**src/rtl/irq_arb_pkg.sv**
```systemverilog
package irq_arb_pkg;

    localparam int unsigned IRQ_LEVELS_DEFAULT = 8;

    function automatic int unsigned lvl_bits(input int unsigned levels);
        return (levels > 1) ? $clog2(levels) : 1;
    endfunction

endpackage

```
**src/rtl/irq_mask_bank.sv**
```systemverilog
module irq_mask_bank #(
    parameter int unsigned NUM_LEVELS = irq_arb_pkg::IRQ_LEVELS_DEFAULT
) (
    input  logic                  clk,
    input  logic                  rst_n,
    input  logic                  we_i,
    input  logic [NUM_LEVELS-1:0] wdata_i,
    input  logic [NUM_LEVELS-1:0] req_i,
    output logic [NUM_LEVELS-1:0] masked_o
);

    logic [NUM_LEVELS-1:0] mask_d;
    logic [NUM_LEVELS-1:0] mask_q;

    always_comb begin
        mask_d = mask_q;
        if (we_i) begin
            mask_d = wdata_i;
        end
    end

    always_ff @(posedge clk or negedge rst_n) begin
        if (!rst_n) begin
            mask_q <= '0;
        end else begin
            mask_q <= mask_d;
        end
    end

    assign masked_o = req_i & mask_q;

endmodule

```
**src/rtl/irq_level_gate.sv**
```systemverilog
module irq_level_gate #(
    parameter int unsigned NUM_LEVELS = irq_arb_pkg::IRQ_LEVELS_DEFAULT,
    localparam int unsigned LW = irq_arb_pkg::lvl_bits(NUM_LEVELS)
) (
    input  logic [NUM_LEVELS-1:0] masked_i,
    input  logic [LW-1:0]         cur_prio_i,
    output logic [NUM_LEVELS-1:0] eligible_o
);

    for (genvar i = 0; i < NUM_LEVELS; i++) begin : g_line
        if (i == 0) begin : g_floor
            // level 0 can never exceed any processor priority
            assign eligible_o[i] = 1'b0;
        end else begin : g_cmp
            assign eligible_o[i] = masked_i[i] && (LW'(i) > cur_prio_i);
        end
    end

endmodule

```
**src/rtl/irq_prio_pick.sv**
```systemverilog
module irq_prio_pick #(
    parameter int unsigned NUM_LEVELS = irq_arb_pkg::IRQ_LEVELS_DEFAULT,
    localparam int unsigned LW = irq_arb_pkg::lvl_bits(NUM_LEVELS)
) (
    input  logic [NUM_LEVELS-1:0] eligible_i,
    output logic                  any_o,
    output logic [LW-1:0]         level_o
);

    always_comb begin
        any_o   = 1'b0;
        level_o = '0;
        for (int i = 0; i < NUM_LEVELS; i++) begin
            if (eligible_i[i]) begin
                any_o   = 1'b1;
                level_o = LW'(i);
            end
        end
    end

endmodule

```
**src/rtl/irq_prio_arbiter.sv**
```systemverilog
module irq_prio_arbiter #(
    parameter int unsigned NUM_LEVELS = irq_arb_pkg::IRQ_LEVELS_DEFAULT,
    localparam int unsigned LW = irq_arb_pkg::lvl_bits(NUM_LEVELS)
) (
    input  logic                  clk,
    input  logic                  rst_n,
    input  logic [NUM_LEVELS-1:0] req_i,
    output logic [NUM_LEVELS-1:0] ack_o,
    input  logic                  mask_we_i,
    input  logic [NUM_LEVELS-1:0] mask_wdata_i,
    input  logic [LW-1:0]         cur_prio_i,
    input  logic                  grant_i,
    output logic                  irq_o,
    output logic [LW-1:0]         new_prio_o,
    output logic [LW-1:0]         sel_level_o
);

    typedef struct packed {
        logic [NUM_LEVELS-1:0] ack;
        logic [LW-1:0]         sel;
    } arb_state_t;

    logic [NUM_LEVELS-1:0] masked;
    logic [NUM_LEVELS-1:0] eligible;
    logic                  any_cand;
    logic [LW-1:0]         win_level;
    arb_state_t            st_d;
    arb_state_t            st_q;

    irq_mask_bank #(.NUM_LEVELS(NUM_LEVELS)) mask_i (
        .clk      (clk),
        .rst_n    (rst_n),
        .we_i     (mask_we_i),
        .wdata_i  (mask_wdata_i),
        .req_i    (req_i),
        .masked_o (masked)
    );

    irq_level_gate #(.NUM_LEVELS(NUM_LEVELS)) gate_i (
        .masked_i   (masked),
        .cur_prio_i (cur_prio_i),
        .eligible_o (eligible)
    );

    irq_prio_pick #(.NUM_LEVELS(NUM_LEVELS)) pick_i (
        .eligible_i (eligible),
        .any_o      (any_cand),
        .level_o    (win_level)
    );

    always_comb begin
        st_d     = st_q;
        st_d.ack = '0;
        if (grant_i && any_cand) begin
            st_d.ack            = '0;
            st_d.ack[win_level] = 1'b1;
            st_d.sel            = win_level;
        end
    end

    always_ff @(posedge clk or negedge rst_n) begin
        if (!rst_n) begin
            st_q <= '0;
        end else begin
            st_q <= st_d;
        end
    end

    assign ack_o       = st_q.ack;
    assign sel_level_o = st_q.sel;
    assign irq_o       = any_cand;
    assign new_prio_o  = win_level;

endmodule

```
**config.mk**
```make
export PLATFORM = sky130hd
export DESIGN_NAME = irq_prio_arbiter
export DESIGN_NICKNAME = d
export VERILOG_FILES = /design/src/rtl/irq_arb_pkg.sv /design/src/rtl/irq_mask_bank.sv /design/src/rtl/irq_level_gate.sv /design/src/rtl/irq_prio_pick.sv /design/src/rtl/irq_prio_arbiter.sv
export SDC_FILE = /design/constraint.sdc
export NUM_CORES = 1
export LEC_CHECK = 0
export BUFFER_PORTS_ARGS = -buffer_cell sky130_fd_sc_hd__buf_2
export CAP_MARGIN = 20
export CORE_AREA = 3 3 48 50
export DETAILED_ROUTE_END_ITERATION = 10
export DIE_AREA = 0 0 51 53
export GPL_TIMING_DRIVEN = 0
export PLACE_DENSITY = 0.82
export SLEW_MARGIN = 20
export SYNTH_ARGS = -nofsm -noshare
export SYNTH_HDL_FRONTEND = slang
export SYNTH_SLANG_ARGS = --single-unit
```
**constraint.sdc**
```tcl
create_clock -name clk -period 3.18 [get_ports clk]
set_input_delay 0.477 -clock clk [delete_from_list [all_inputs] [get_ports clk]]
set_output_delay 0.477 -clock clk [all_outputs]
set_load 0.03 [all_outputs]
```
==> flow_summary.ini <==
[synth]
seq_area_frac_synth = 0.4966
yosys_register_bits = 18
synth_warnings = 0
synth_xor_area_frac = 0
synthCells = 78
synthMuxAreaShare = 0.08690
syn_area_per_cell_um2 = 11.63
synth-compound-area-share = 0.2014
synth_top_family_by_area = compound AO/OA/AOI/OAI gates
synthAdderAreaFrac = 0
yosys.area_share.simple = 0.1945
syn_nets = 101
syn_area_um2 = 907.1
synth_cell_types = 34

[critical_path]
path_cells = buf_2 > nor4b_4 > nand3_1 > a211o_1 > nand2_1 > buf_2
worstPathArrival_ps = 1780
crit_family = simple AND/OR/NAND/NOR gates
regToRegEndpoint = sel_level_o[2]
slowest_delay_ps = 360
r2r_start = mask_i.mask_q[7]
critPathLaunchType = primary input
end_kind = output port
crit_required_ps = 2700
crit_top_cell = buf_2
critPathBufInv = 2
regToRegSetupSlack_ps = 1780
worstSetupPathType = in -> out
worst_path_max_delay_cell = nor4b_4
crit_fanout = 8
r2r_cells = 4

[floorplanning]
core_mm2 = 0.001942
start_util = 0.4671
rows = 16
die_x_um = 51
die_h_um = 53
boundaryPins = 38
die_area_mm2 = 0.002703

[sta]
finalCriticalPeriod_ps = 2259
finalHoldViolCount = 0
fin_tns_setup_ps = 0
clock_skew_ps = 3.820
rsz0062_at_grt = false
finalCritPeriodShare = 0.7105
drv_slew = 0
holdWs_ps = 85.65
setup_ws_ps = 920.7
timing.fmax_mhz = 442.6
setup_viol = 0

[drt]
drtAntennaViolNets = 0
firstDrtPassIters = 4
vias = 751
via_per_inst = 5.289
wl_mm = 1.801
wl_per_cell_um = 12.68
drtIter0Drc = 13
drc = 0

[finish]
finalNonFillerCells = 142
final_cell_mix = 33 x buf_2, 18 x dfrtp_1, 7 x mux2_2
antenna_cells = 0
fillers = 185
final_common_cell = buf_2
drive_gt1_frac = 0.4783
fin_nets = 139
area_growth_syn_to_layout_pct = 25.93

[pwr]
max-vdd-ir-drop_mv = 0.2784
swShare = 0.3233
p_int_mw = 0.3779
combinationalPowerShare = 0.280
p_total_mw = 0.5585
clkPwrFrac = 0.251
p_seq_frac = 0.469
p_leak_nw = 0.5499
power.switching_mw = 0.1806
powerDensity_mw_per_mm2 = 488.9

[cts]
htreeDepth = 1
clk_pin_slew_worst_paths_ps = 100
cts_tree = yes
cts_made_buffers = 3
cts_resized = 0
post_cts_buffers = 0
cts_buffer_depth = 2
insertion_delay_ps = 290
clock_sinks = 18
hold_buffers = 0
root_buffer = clkbuf_4

[place]
dpl_worst_slack_ps = 922.7
port_buffers = 33
detailed_place_hpwl_mm = 1.458
gp_congestion = 0.8294
dp_cells = 138

[run]
max-cap-violations = 0

[min_path]
hp-class = in -> async

[global_routing]
antenna_found_initial = 0
grt_pass1_wl_mm = 3.146
gr-total-overflow = 0
grt_pass1_vias = 715
grt_start_max_net_pins = 19
grt_usage = 0.1563

[run_status]
outcome = complete, no violations
==> how the worst max path moves through the flow <==
stage | start | end | slack [ps] | depth (start not counted)
2_1_floorplan | cur_prio_i[2] | new_prio_o[0] | 1230 | 4
3_3_place_gp | cur_prio_i[2] | new_prio_o[0] | 940 | 6
3_5_place_dp | cur_prio_i[2] | new_prio_o[0] | 920 | 6
4_1_cts | cur_prio_i[2] | new_prio_o[0] | 920 | 6
5_1_grt | cur_prio_i[2] | new_prio_o[0] | 840 | 6
6_report | cur_prio_i[2] | new_prio_o[0] | 920 | 6
==> through the flow <==
| step | cell area [um2] | utilization |
|---|---|---|
| 6_report | 1142 | 0.5883 |
| 5_1_grt | 1142 | 0.5883 |
| 4_1_cts | 1142 | 0.5883 |
| 3_5_place_dp | 1106 | 0.5696 |
| 3_3_place_gp | 1106 | 0.5696 |
| 2_1_floorplan | 907.1 | - |
==> cell families (layout without fill, tap and decap cells) <==
logic type / Yosys count / after routing
compound gates: 22 / 22
simple gates: 27 / 27
flops: 18 / 18
buf+inv: 3 / 40
mux: 7 / 7
other cells: 1 / 1
==> layout make-up <==
class | count | area [um2] | share of cell area
sequential | 18 | 450.4 | 0.3943
timing repair buffer | 33 | 165.2 | 0.1446
buffer | 2 | 11.26 | 0.009858
multi-input combinational | 57 | 441.7 | 0.3866
tap | 27 | 33.78 | 0.02957
inverter | 1 | 3.754 | 0.003286
clock buffer | 4 | 36.28 | 0.03176
==> power groups by stage <==
stage          Clock, mW  Combinational, mW  Sequential [mW]
2_1_floorplan          0             0.0801            0.291
3_5_place_dp           0              0.157            0.267
4_1_cts            0.141              0.158            0.263
5_1_grt            0.154              0.169            0.266
3_3_place_gp           0              0.153            0.266
6_report           0.140              0.156            0.262
==> per-layer routing <==
layer	vias to the layer above	track usage	wire length (um)	part of all wire
li1	369	-	-	-
met1	345	0.1982	767	0.43
met2	32	0.2597	874	0.49
met3	5	0.02817	128	0.071
met4	0	0.06726	31	0.017
met5	-	0	0	0
==> cells in the mapped netlist <==
library cell / count / area, um2
dfrtp_1: 18 / 450.4
mux2_2: 7 / 78.83
nand2_1: 6 / 22.52
a21oi_1: 4 / 20.02
and2_1: 4 / 25.02
nand3_1: 3 / 15.01
a22o_1: 2 / 17.52
a41o_1: 2 / 20.02
a41oi_1: 2 / 17.52
nand4_1: 2 / 12.51
nor2_1: 2 / 7.510
nor3_1: 2 / 10.01
o21ai_0: 2 / 10.01
o21ai_2: 2 / 17.52
a211o_1: 1 / 8.760
a211oi_2: 1 / 12.51
a31o_1: 1 / 8.760
a31oi_2: 1 / 12.51
a32oi_2: 1 / 16.27
and3_1: 1 / 6.260
and3b_2: 1 / 10.01
buf_4: 1 / 7.510
clkbuf_1: 1 / 3.750
conb_1: 1 / 3.750
inv_1: 1 / 3.750
nand2_2: 1 / 6.260
nand3b_1: 1 / 7.510
nand4bb_1: 1 / 11.26
nor4_2: 1 / 12.51
nor4b_4: 1 / 23.77
o21a_1: 1 / 7.510
o21ai_1: 1 / 5.000
o31a_1: 1 / 8.760
or2_2: 1 / 6.260
==> worst register-to-register path, cell delays in order (launching register included) <==
cell and delay [ps]:
dfrtp_1 380, and2_1 160, a32oi_2 370, nand2_2 130, a22o_1 250
==> state kept, by name (all words and copies together), names as in the netlist <==
| name | count |
|---|---|
| sel_level_o | 3 |
| ack_o | 8 |
| mask_i.mask_q | 7 |
Power figures use the tool's default switching activity.
